File: config.mk
export PLATFORM = sky130hd
export DESIGN_NAME = txep_ctl
export DESIGN_NICKNAME = d
export VERILOG_FILES = /design/src/rtl/txep_pkg.sv /design/src/rtl/txep_bytecnt.sv /design/src/rtl/txep_w0c_flag.sv /design/src/rtl/txep_toggle.sv /design/src/rtl/txep_ctl.sv
export SDC_FILE = /design/constraint.sdc
export NUM_CORES = 1
export LEC_CHECK = 0
export BUFFER_PORTS_ARGS = -buffer_cell sky130_fd_sc_hd__clkbuf_2
export CORE_MARGIN = 10
export CORE_UTILIZATION = 45
export DETAILED_ROUTE_END_ITERATION = 10
export GPL_TIMING_DRIVEN = 0
export PLACE_DENSITY = 0.76
export SLEW_MARGIN = 20
export SYNTH_ARGS = -nofsm -noshare
export SYNTH_HDL_FRONTEND = slang
export SYNTH_SLANG_ARGS = --single-unit
export TNS_END_PERCENT = 100
File: constraint.sdc
create_clock -name clk -period 1.9 [get_ports clk]
set_input_delay 0.285 -clock clk [delete_from_list [all_inputs] [get_ports clk]]
set_output_delay 0.285 -clock clk [all_outputs]
set_load 0.01 [all_outputs]
File: src/rtl/txep_pkg.sv
package txep_pkg;

  // Control word bit positions (software decodes these)
  localparam int B_AUTO   = 15;
  localparam int B_ISO    = 14;
  localparam int B_DMAEN  = 12;
  localparam int B_FRCTOG = 11;
  localparam int B_DMAMD  = 10;
  localparam int B_CLRTOG = 6;
  localparam int B_SSENT  = 5;
  localparam int B_SSTALL = 4;
  localparam int B_FLUSH  = 3;
  localparam int B_UNDER  = 2;
  localparam int B_NEMPTY = 1;
  localparam int B_RDY    = 0;

  typedef struct packed {
    logic auto_rdy;
    logic iso;
    logic dma_en;
    logic frc_tog;
    logic dma_mode;
    logic send_stall;
  } txep_cfg_t;

  function automatic txep_cfg_t cfg_from_word(input logic [15:0] w);
    txep_cfg_t c;
    c.auto_rdy   = w[B_AUTO];
    c.iso        = w[B_ISO];
    c.dma_en     = w[B_DMAEN];
    c.frc_tog    = w[B_FRCTOG];
    c.dma_mode   = w[B_DMAMD];
    c.send_stall = w[B_SSTALL];
    return c;
  endfunction

  function automatic logic [15:0] csr_view(input txep_cfg_t c, input logic sent_stall,
                                           input logic underrun, input logic rdy);
    logic [15:0] v;
    v           = '0;
    v[B_AUTO]   = c.auto_rdy;
    v[B_ISO]    = c.iso;
    v[B_DMAEN]  = c.dma_en;
    v[B_FRCTOG] = c.frc_tog;
    v[B_DMAMD]  = c.dma_mode;
    v[B_SSTALL] = c.send_stall;
    v[B_SSENT]  = sent_stall;
    v[B_UNDER]  = underrun;
    v[B_NEMPTY] = rdy;
    v[B_RDY]    = rdy;
    return v;
  endfunction

endpackage

File: src/rtl/txep_bytecnt.sv
module txep_bytecnt #(
  parameter int MAX_BYTES = 1024,
  parameter int CNT_W     = 11
) (
  input  logic             clk,
  input  logic             rst_n,
  input  logic             ld,
  input  logic             hold,
  input  logic             clr,
  input  logic             auto_rdy,
  input  logic [CNT_W-1:0] max_pkt,
  output logic [CNT_W-1:0] cnt,
  output logic             fill_hit
);
  localparam logic [CNT_W-1:0] CNT_MAX = CNT_W'(MAX_BYTES);

  function automatic logic reaches(input logic [CNT_W-1:0] c, input logic [CNT_W-1:0] m);
    return ({1'b0, c} + 1'b1) == {1'b0, m};
  endfunction

  logic can_ld;
  assign can_ld   = ld && !hold && (cnt != CNT_MAX);
  assign fill_hit = can_ld && auto_rdy && reaches(cnt, max_pkt);

  always_ff @(posedge clk or negedge rst_n) begin
    if (!rst_n)      cnt <= '0;
    else if (clr)    cnt <= '0;
    else if (can_ld) cnt <= cnt + 1'b1;
  end
endmodule

File: src/rtl/txep_w0c_flag.sv
module txep_w0c_flag (
  input  logic clk,
  input  logic rst_n,
  input  logic hw_set,
  input  logic cpu_wr,
  input  logic cpu_bit,
  output logic q
);
  always_ff @(posedge clk or negedge rst_n) begin
    if (!rst_n)                 q <= 1'b0;
    else if (hw_set)            q <= 1'b1;
    else if (cpu_wr && !cpu_bit) q <= 1'b0;
  end
endmodule

File: src/rtl/txep_toggle.sv
module txep_toggle (
  input  logic clk,
  input  logic rst_n,
  input  logic clr,
  input  logic flip,
  output logic tog
);
  always_ff @(posedge clk or negedge rst_n) begin
    if (!rst_n)    tog <= 1'b0;
    else if (clr)  tog <= 1'b0;
    else if (flip) tog <= !tog;
  end
endmodule

File: src/rtl/txep_ctl.sv
module txep_ctl
  import txep_pkg::*;
#(
  parameter  int MAX_BYTES = 1024,
  localparam int CNT_W     = $clog2(MAX_BYTES + 1)
) (
  input  logic             clk,
  input  logic             rst_n,
  input  logic             csr_wr,
  input  logic [15:0]      csr_wdata,
  input  logic             csr_rd,
  output logic [15:0]      csr_rdata,
  input  logic             byte_ld,
  input  logic [CNT_W-1:0] max_pkt,
  input  logic             tok_in,
  input  logic             pkt_acked,
  input  logic             stall_sent,
  output logic [CNT_W-1:0] byte_cnt,
  output logic             fifo_flush,
  output logic             data_tog,
  output logic             irq,
  output logic             dma_req,
  output logic             stall_rsp
);
  localparam int NFLAG = 2;  // 0: underrun, 1: stall sent

  txep_cfg_t cfg_q;
  logic      pkt_rdy_q;
  logic      irq_q, flush_q;
  logic [NFLAG-1:0] flag_q, flag_set;

  // Named internal events
  logic tx_done, wr_flush, pkt_clr, pkt_set, fill_hit, ur_set;
  logic underrun_w, sent_stall_w;

  assign stall_rsp = cfg_q.send_stall && !cfg_q.iso;
  assign tx_done   = pkt_rdy_q && (pkt_acked || (cfg_q.frc_tog && tok_in));
  assign wr_flush  = csr_wr && csr_wdata[B_FLUSH];
  assign pkt_clr   = tx_done || wr_flush || stall_sent;
  assign pkt_set   = (csr_wr && csr_wdata[B_RDY]) || fill_hit;
  assign ur_set    = tok_in && !pkt_rdy_q && !stall_rsp;

  always_ff @(posedge clk or negedge rst_n) begin
    if (!rst_n) begin
      cfg_q     <= '0;
      pkt_rdy_q <= 1'b0;
      irq_q     <= 1'b0;
      flush_q   <= 1'b0;
      csr_rdata <= '0;
    end else begin
      if (csr_wr) cfg_q <= cfg_from_word(csr_wdata);
      if (pkt_clr)      pkt_rdy_q <= 1'b0;
      else if (pkt_set) pkt_rdy_q <= 1'b1;
      irq_q   <= tx_done || wr_flush;
      flush_q <= wr_flush || stall_sent;
      if (csr_rd) csr_rdata <= csr_view(cfg_q, sent_stall_w, underrun_w, pkt_rdy_q);
    end
  end

  assign irq        = irq_q;
  assign fifo_flush = flush_q;

  txep_bytecnt #(.MAX_BYTES(MAX_BYTES), .CNT_W(CNT_W)) u_cnt (
    .clk      (clk),
    .rst_n    (rst_n),
    .ld       (byte_ld),
    .hold     (pkt_rdy_q),
    .clr      (pkt_clr),
    .auto_rdy (cfg_q.auto_rdy),
    .max_pkt  (max_pkt),
    .cnt      (byte_cnt),
    .fill_hit (fill_hit)
  );

  assign flag_set[0] = ur_set;
  assign flag_set[1] = stall_sent;

  for (genvar g = 0; g < NFLAG; g++) begin : g_flag
    localparam int BIT = (g == 0) ? B_UNDER : B_SSENT;
    txep_w0c_flag u_flag (
      .clk     (clk),
      .rst_n   (rst_n),
      .hw_set  (flag_set[g]),
      .cpu_wr  (csr_wr),
      .cpu_bit (csr_wdata[BIT]),
      .q       (flag_q[g])
    );
  end

  assign underrun_w   = flag_q[0];
  assign sent_stall_w = flag_q[1];

  txep_toggle u_tog (
    .clk   (clk),
    .rst_n (rst_n),
    .clr   (csr_wr && csr_wdata[B_CLRTOG]),
    .flip  (tx_done),
    .tog   (data_tog)
  );

  assign dma_req = cfg_q.dma_en && !pkt_rdy_q && (cfg_q.dma_mode || (byte_cnt == '0));

endmodule

### Word level (Yosys, flattened, before mapping)

Cells that the tools add are included.

* register bits after elaboration: 33
* word-level logic and storage cells: 62
* output and inout bits: 32
* bits of input ports: 35

* add/subtract/negate cells: 2
* muxes and demuxes: 10
* equal/unequal tests: 2
* reductions and logical operators: 34

Operator list (count)
* 11-bit two-way mux: 2
* 1-bit logical AND: 16
* 11-bit by 1-bit adder with 12-bit output, second input constant: 1
* 12-bit by 11-bit equality test with 1-bit output: 1
* 11-bit by 1-bit adder with 11-bit output, second input constant: 1
* 11-bit logical NOT: 1
* 11-bit != test, second input constant: 1
* 2-bit nonzero test: 5
* 1-bit two-way mux: 8
* 1-bit logical NOT: 6
* 1-bit logical OR: 6

### Depth between registers and ports, before layout

* depth in word-level cells: 8
* mapped depth: 8

### Hierarchy

From an unflattened synthesis, not the netlist that was laid out.

* cell total of the unflattened synthesis: 173
* area total of the unflattened synthesis: 1854.3 µm²

Modules (own cells, without submodules)
* txep_bytecnt: instances 1, cells an instance 105, area each 932.1 µm²
* txep_ctl: instances 1, cells an instance 59, area each 807.0 µm²
* txep_w0c_flag: instances 2, cells an instance 3, area each 38.8 µm²
* txep_toggle: instances 1, cells an instance 3, area each 37.5 µm²

### Least setup slack after synthesis

No wires, ideal clock.

* kind: flip-flop to flip-flop
* from: register u_cnt.cnt[0]
* to: register pkt_rdy_q
* arrival: 1.990 ns
* library setup time: 0.092 ns
* stages on the path, launching flop included: 8
* clock period less this slack: 2.082 ns
* required time: 1.808 ns
* path slack: -0.182 ns
* path through: dfrtp_1 -> inv_1 -> ha_1 -> xnor2_1 -> nand3_1 -> or3_1 -> or4_4 -> o31ai_2

* longest elaborated chain between the ends: 6

RTL lines
* start, declared: line txep_bytecnt.sv:12 `output logic [CNT_W-1:0] cnt,`
* start signal, assigned: line txep_bytecnt.sv:28 `else if (can_ld) cnt <= cnt + 1'b1;`
* branches (longest 3 deep; another with 11-bit by 1-bit adder with 12-bit output)
* 1-bit logical AND *: line txep_bytecnt.sv:23 `assign fill_hit = can_ld && auto_rdy && reaches(cnt, max_pkt);`
* 1-bit logical OR *: line txep_ctl.sv:40 `assign pkt_set = (csr_wr && csr_wdata[B_RDY]) || fill_hit;`
* 2-bit nonzero test (no source line) *
* end signal, assigned: line txep_ctl.sv:46 `pkt_rdy_q <= 1'b0;`
* end signal, assigned: line txep_ctl.sv:52 `if (pkt_clr) pkt_rdy_q <= 1'b0;`
* end signal, assigned: line txep_ctl.sv:53 `else if (pkt_set) pkt_rdy_q <= 1'b1;`
* end, declared: line txep_ctl.sv:28 `logic pkt_rdy_q;`

Every way passes the cells marked *.
A chain may end at the register's enable or synchronous reset.

### Worst setup path after layout

* from: register u_cnt.cnt[1]
* to: register pkt_rdy_q

Same word-level chain as after synthesis.

==> results.json <==
{
  "status": "complete, but fails checks",
  "violations": "setup timing",
  "cts_buffers": 5,
  "min_period_ns": 1.91,
  "core_um2": 4000,
  "grt_pass1_vias": 1663,
  "layout_setup_ws_ns": -0.00817,
  "finalNetCount": 293,
  "finalSetupViolCount": 1,
  "insertion_delay_ns": 0.28,
  "grt_pass1_wl_um": 7800,
  "synth_edf_count": 0,
  "drt-total-wl_um": 4710,
  "drive_gt1_share_pct": 45.1,
  "p_comb_share_pct": 17.3,
  "dpl.hpwl_um": 3540,
  "initial_core_util_pct": 46.5,
  "slew_headroom_pct": 45.6,
  "seqPwrFrac_pct": 45.2,
  "die_x_um": 84.3,
  "drc": 0,
  "grt.overflow.total": 0,
  "place.gp.congestion": 0.858,
  "root_buffer": "clkbuf_8",
  "clock_path_buffers": 2,
  "criticalPathCategory": "reg2reg",
  "dr.pass1.iters": 4,
  "antenna_left": 0,
  "die-area_um2": 7100,
  "wl_per_cell_um": 15.3,
  "yosysWarnings": 0,
  "grt_antenna_before_repair": 0,
  "syn2layout_area_growth_pct": 31.6,
  "power_density_nw_per_um2": 696,
  "worst_slew_pin_slew_ns": 0.815,
  "cp_data_required_time_ns": 2.10,
  "synthTopCellsByCount": "dfrtp_1, mux2_2, xor2_1",
  "synthCells": 185,
  "chipHeight_um": 84.3,
  "rsz0062_at_grt": "true",
  "hold_violations": 0,
  "yosysMostFrequentCell": "dfrtp_1",
  "yosysUniqueCellTypes": 39,
  "ir_drop_mv": 0.374,
  "yosys.area.top_type": "dfrtp_1",
  "start_kind": "register",
  "syn-cell-area_um2": 1860,
  "vias": 1583,
  "drv_cap": 0,
  "final-max-slew-violation-count": 0,
  "ctsHtreeMaxLevel": 2,
  "switchingPower_mw": 0.431,
  "diodes": 0,
  "io_pins": 67,
  "place_ws_ns": -0.131,
  "leakage_nw": 1.17,
  "synth_flop_cell": "dfrtp_1",
  "synth-seq-cells": 32,
  "ys_async_sr_fraction_pct": 100,
  "clk_pin_slew_worst_paths_ns": 0.07,
  "path_max_fanout": 2,
  "final.fill_count": 364,
  "synth.area.top_cells": "dfrtp_1, mux2_2, xor2_1",
  "rows": 23,
  "worstPathArrival_ns": 2.11,
  "switching_share_pct": 25.3,
  "holdCritPathClass": "in2async",
  "drt_iter0_markers": 48,
  "clockPowerShare_pct": 37.5,
  "seq_area_frac_synth_pct": 43.1,
  "end_kind": "register",
  "cts_num_sinks": 32,
  "p_int_mw": 1.27,
  "netlist.area_leader.share_pct": 43.1,
  "cts_tree": "built",
  "max_freq_mhz": 524,
  "vias_per_cell": 5.16,
  "holdWs_ns": 0.0816,
  "grt_max_degree": 33,
  "port_buffers": 54,
  "syn_area_per_cell_um2": 10.1,
  "grt.total_usage_pct": 13.2,
  "period_share_pct": 100,
  "skew_ns": 0.00550
}
worst max-delay path: stages (launching register included):
cell,delay (ns)
dfrtp_2,0.42
inv_2,0.07
ha_4,0.21
xnor2_2,0.11
nand3_1,0.09
or3_4,0.34
or4_4,0.42
o31ai_2,0.18
area by class of cell:
type | instances | area (um^2) | share of cell area [%]
Clock buffer | 6 | 72.6 | 2.97
Sequential cell | 32 | 805 | 32.9
Tap cell | 50 | 62.6 | 2.56
Timing Repair Buffer | 62 | 334 | 13.7
Multi-Input combinational cell | 135 | 1010 | 41.4
Buffer | 17 | 114 | 4.65
Inverter | 3 | 11.3 | 0.460
Clock inverter | 2 | 35.0 | 1.43
path summary, 6_finish.rpt:
check | start | to | slack [ns] | cells past startpoint
worst max-delay path | u_cnt.cnt[1] | pkt_rdy_q | -0.008 | 7
worst min-delay path | rst_n | cfg_q[1] | 0.08 | 1
worst max register to register | u_cnt.cnt[1] | pkt_rdy_q | -0.008 | 7
worst min register to register | csr_rdata[5] | csr_rdata[5] | 0.51 | 1
max in group asynchronous | rst_n | u_cnt.cnt[1] | 1.25 | 1
min in group clk | csr_wdata[6] | u_tog.tog | 0.18 | 2
kinds of logic after synthesis:
group,after synthesis,synth area share [%]
adder cells (fa/ha/maj),2,1.35
AND/OR/NAND/NOR,68,20.0
flip-flops,32,43.1
buffers and inverters,23,6.53
AO/OA/AOI/OAI,20,7.67
multiplexers,15,9.08
other,1,0.202
XOR/XNOR,24,12.1
power groups by stage:
stage	combinational [mW]	clock, mW	sequential (mW)
after floorplan	0.142	0	0.796
after global placement	0.272	0	0.782
after detailed placement	0.281	0	0.788
after CTS	0.296	0.660	0.771
after global routing	0.327	0.690	0.778
final	0.296	0.639	0.770
flip-flops by register name (all words and copies together), names as in the netlist:
register	flops
pkt_rdy_q	1
g_flag.u_flag.q	2
irq	1
csr_rdata	9
fifo_flush	1
cfg_q	6
u_cnt.cnt	11
u_tog.tog	1
routing by layer:
metal | vias up | share of wire, % | track usage [%]
li1 | 767 | - | -
met1 | 756 | 43 | 15.4
met2 | 55 | 47 | 21.3
met3 | 5 | 8.2 | 5.60
met4 | 0 | 1.2 | 4.41
met5 | - | 0 | 0
cells in the final DEF, fill, tap and decap left out, types with 2 or more instances in the layout:
cell type / Yosys / layout
clkbuf_2: 0 / 54
dfrtp_1: 32 / 29
buf_4: 8 / 16
xor2_1: 15 / 15
mux2_2: 15 / 15
nor2_1: 13 / 13
nand3_1: 12 / 12
nand2b_1: 8 / 8
nand2_1: 7 / 7
nand4_1: 7 / 7
clkbuf_1: 8 / 6
xnor2_1: 7 / 6
conb_1: 1 / 6
a21oi_1: 5 / 5
clkbuf_8: 0 / 5
nor2b_1: 4 / 4
a21o_1: 3 / 3
buf_6: 0 / 3
o21ai_0: 3 / 3
xnor2_2: 2 / 3
dfrtp_2: 0 / 3
inv_2: 0 / 2
nor3_1: 2 / 2
and2_1: 2 / 2
and3_1: 2 / 2
o2111ai_1: 2 / 2
o211a_1: 2 / 2
or2_2: 2 / 2
stage by stage:
stage / std cells / total power [mW] / setup TNS, ns / instance area, um^2 / utilization [%]
after floorplan: 190 / 0.938 / -0.0218 / 1890 / -
after global placement: 294 / 1.05 / -0.136 / 2230 / 55.6
after detailed placement: 294 / 1.07 / -0.135 / 2230 / 55.6
after CTS: 302 / 1.73 / -0.0296 / 2390 / 59.9
after global routing: 307 / 1.80 / -0.135 / 2450 / 61.2
final: 307 / 1.70 / -0.00817 / 2450 / 61.2
timing repair:
item	CTS	global route
gates resized for setup	12	6
hold buffers	0	0
setup buffers	3	5
pin swaps	5	4
setup endpoints to repair	11	11
gates cloned	0	0
(Power assumes the default switching activity.)
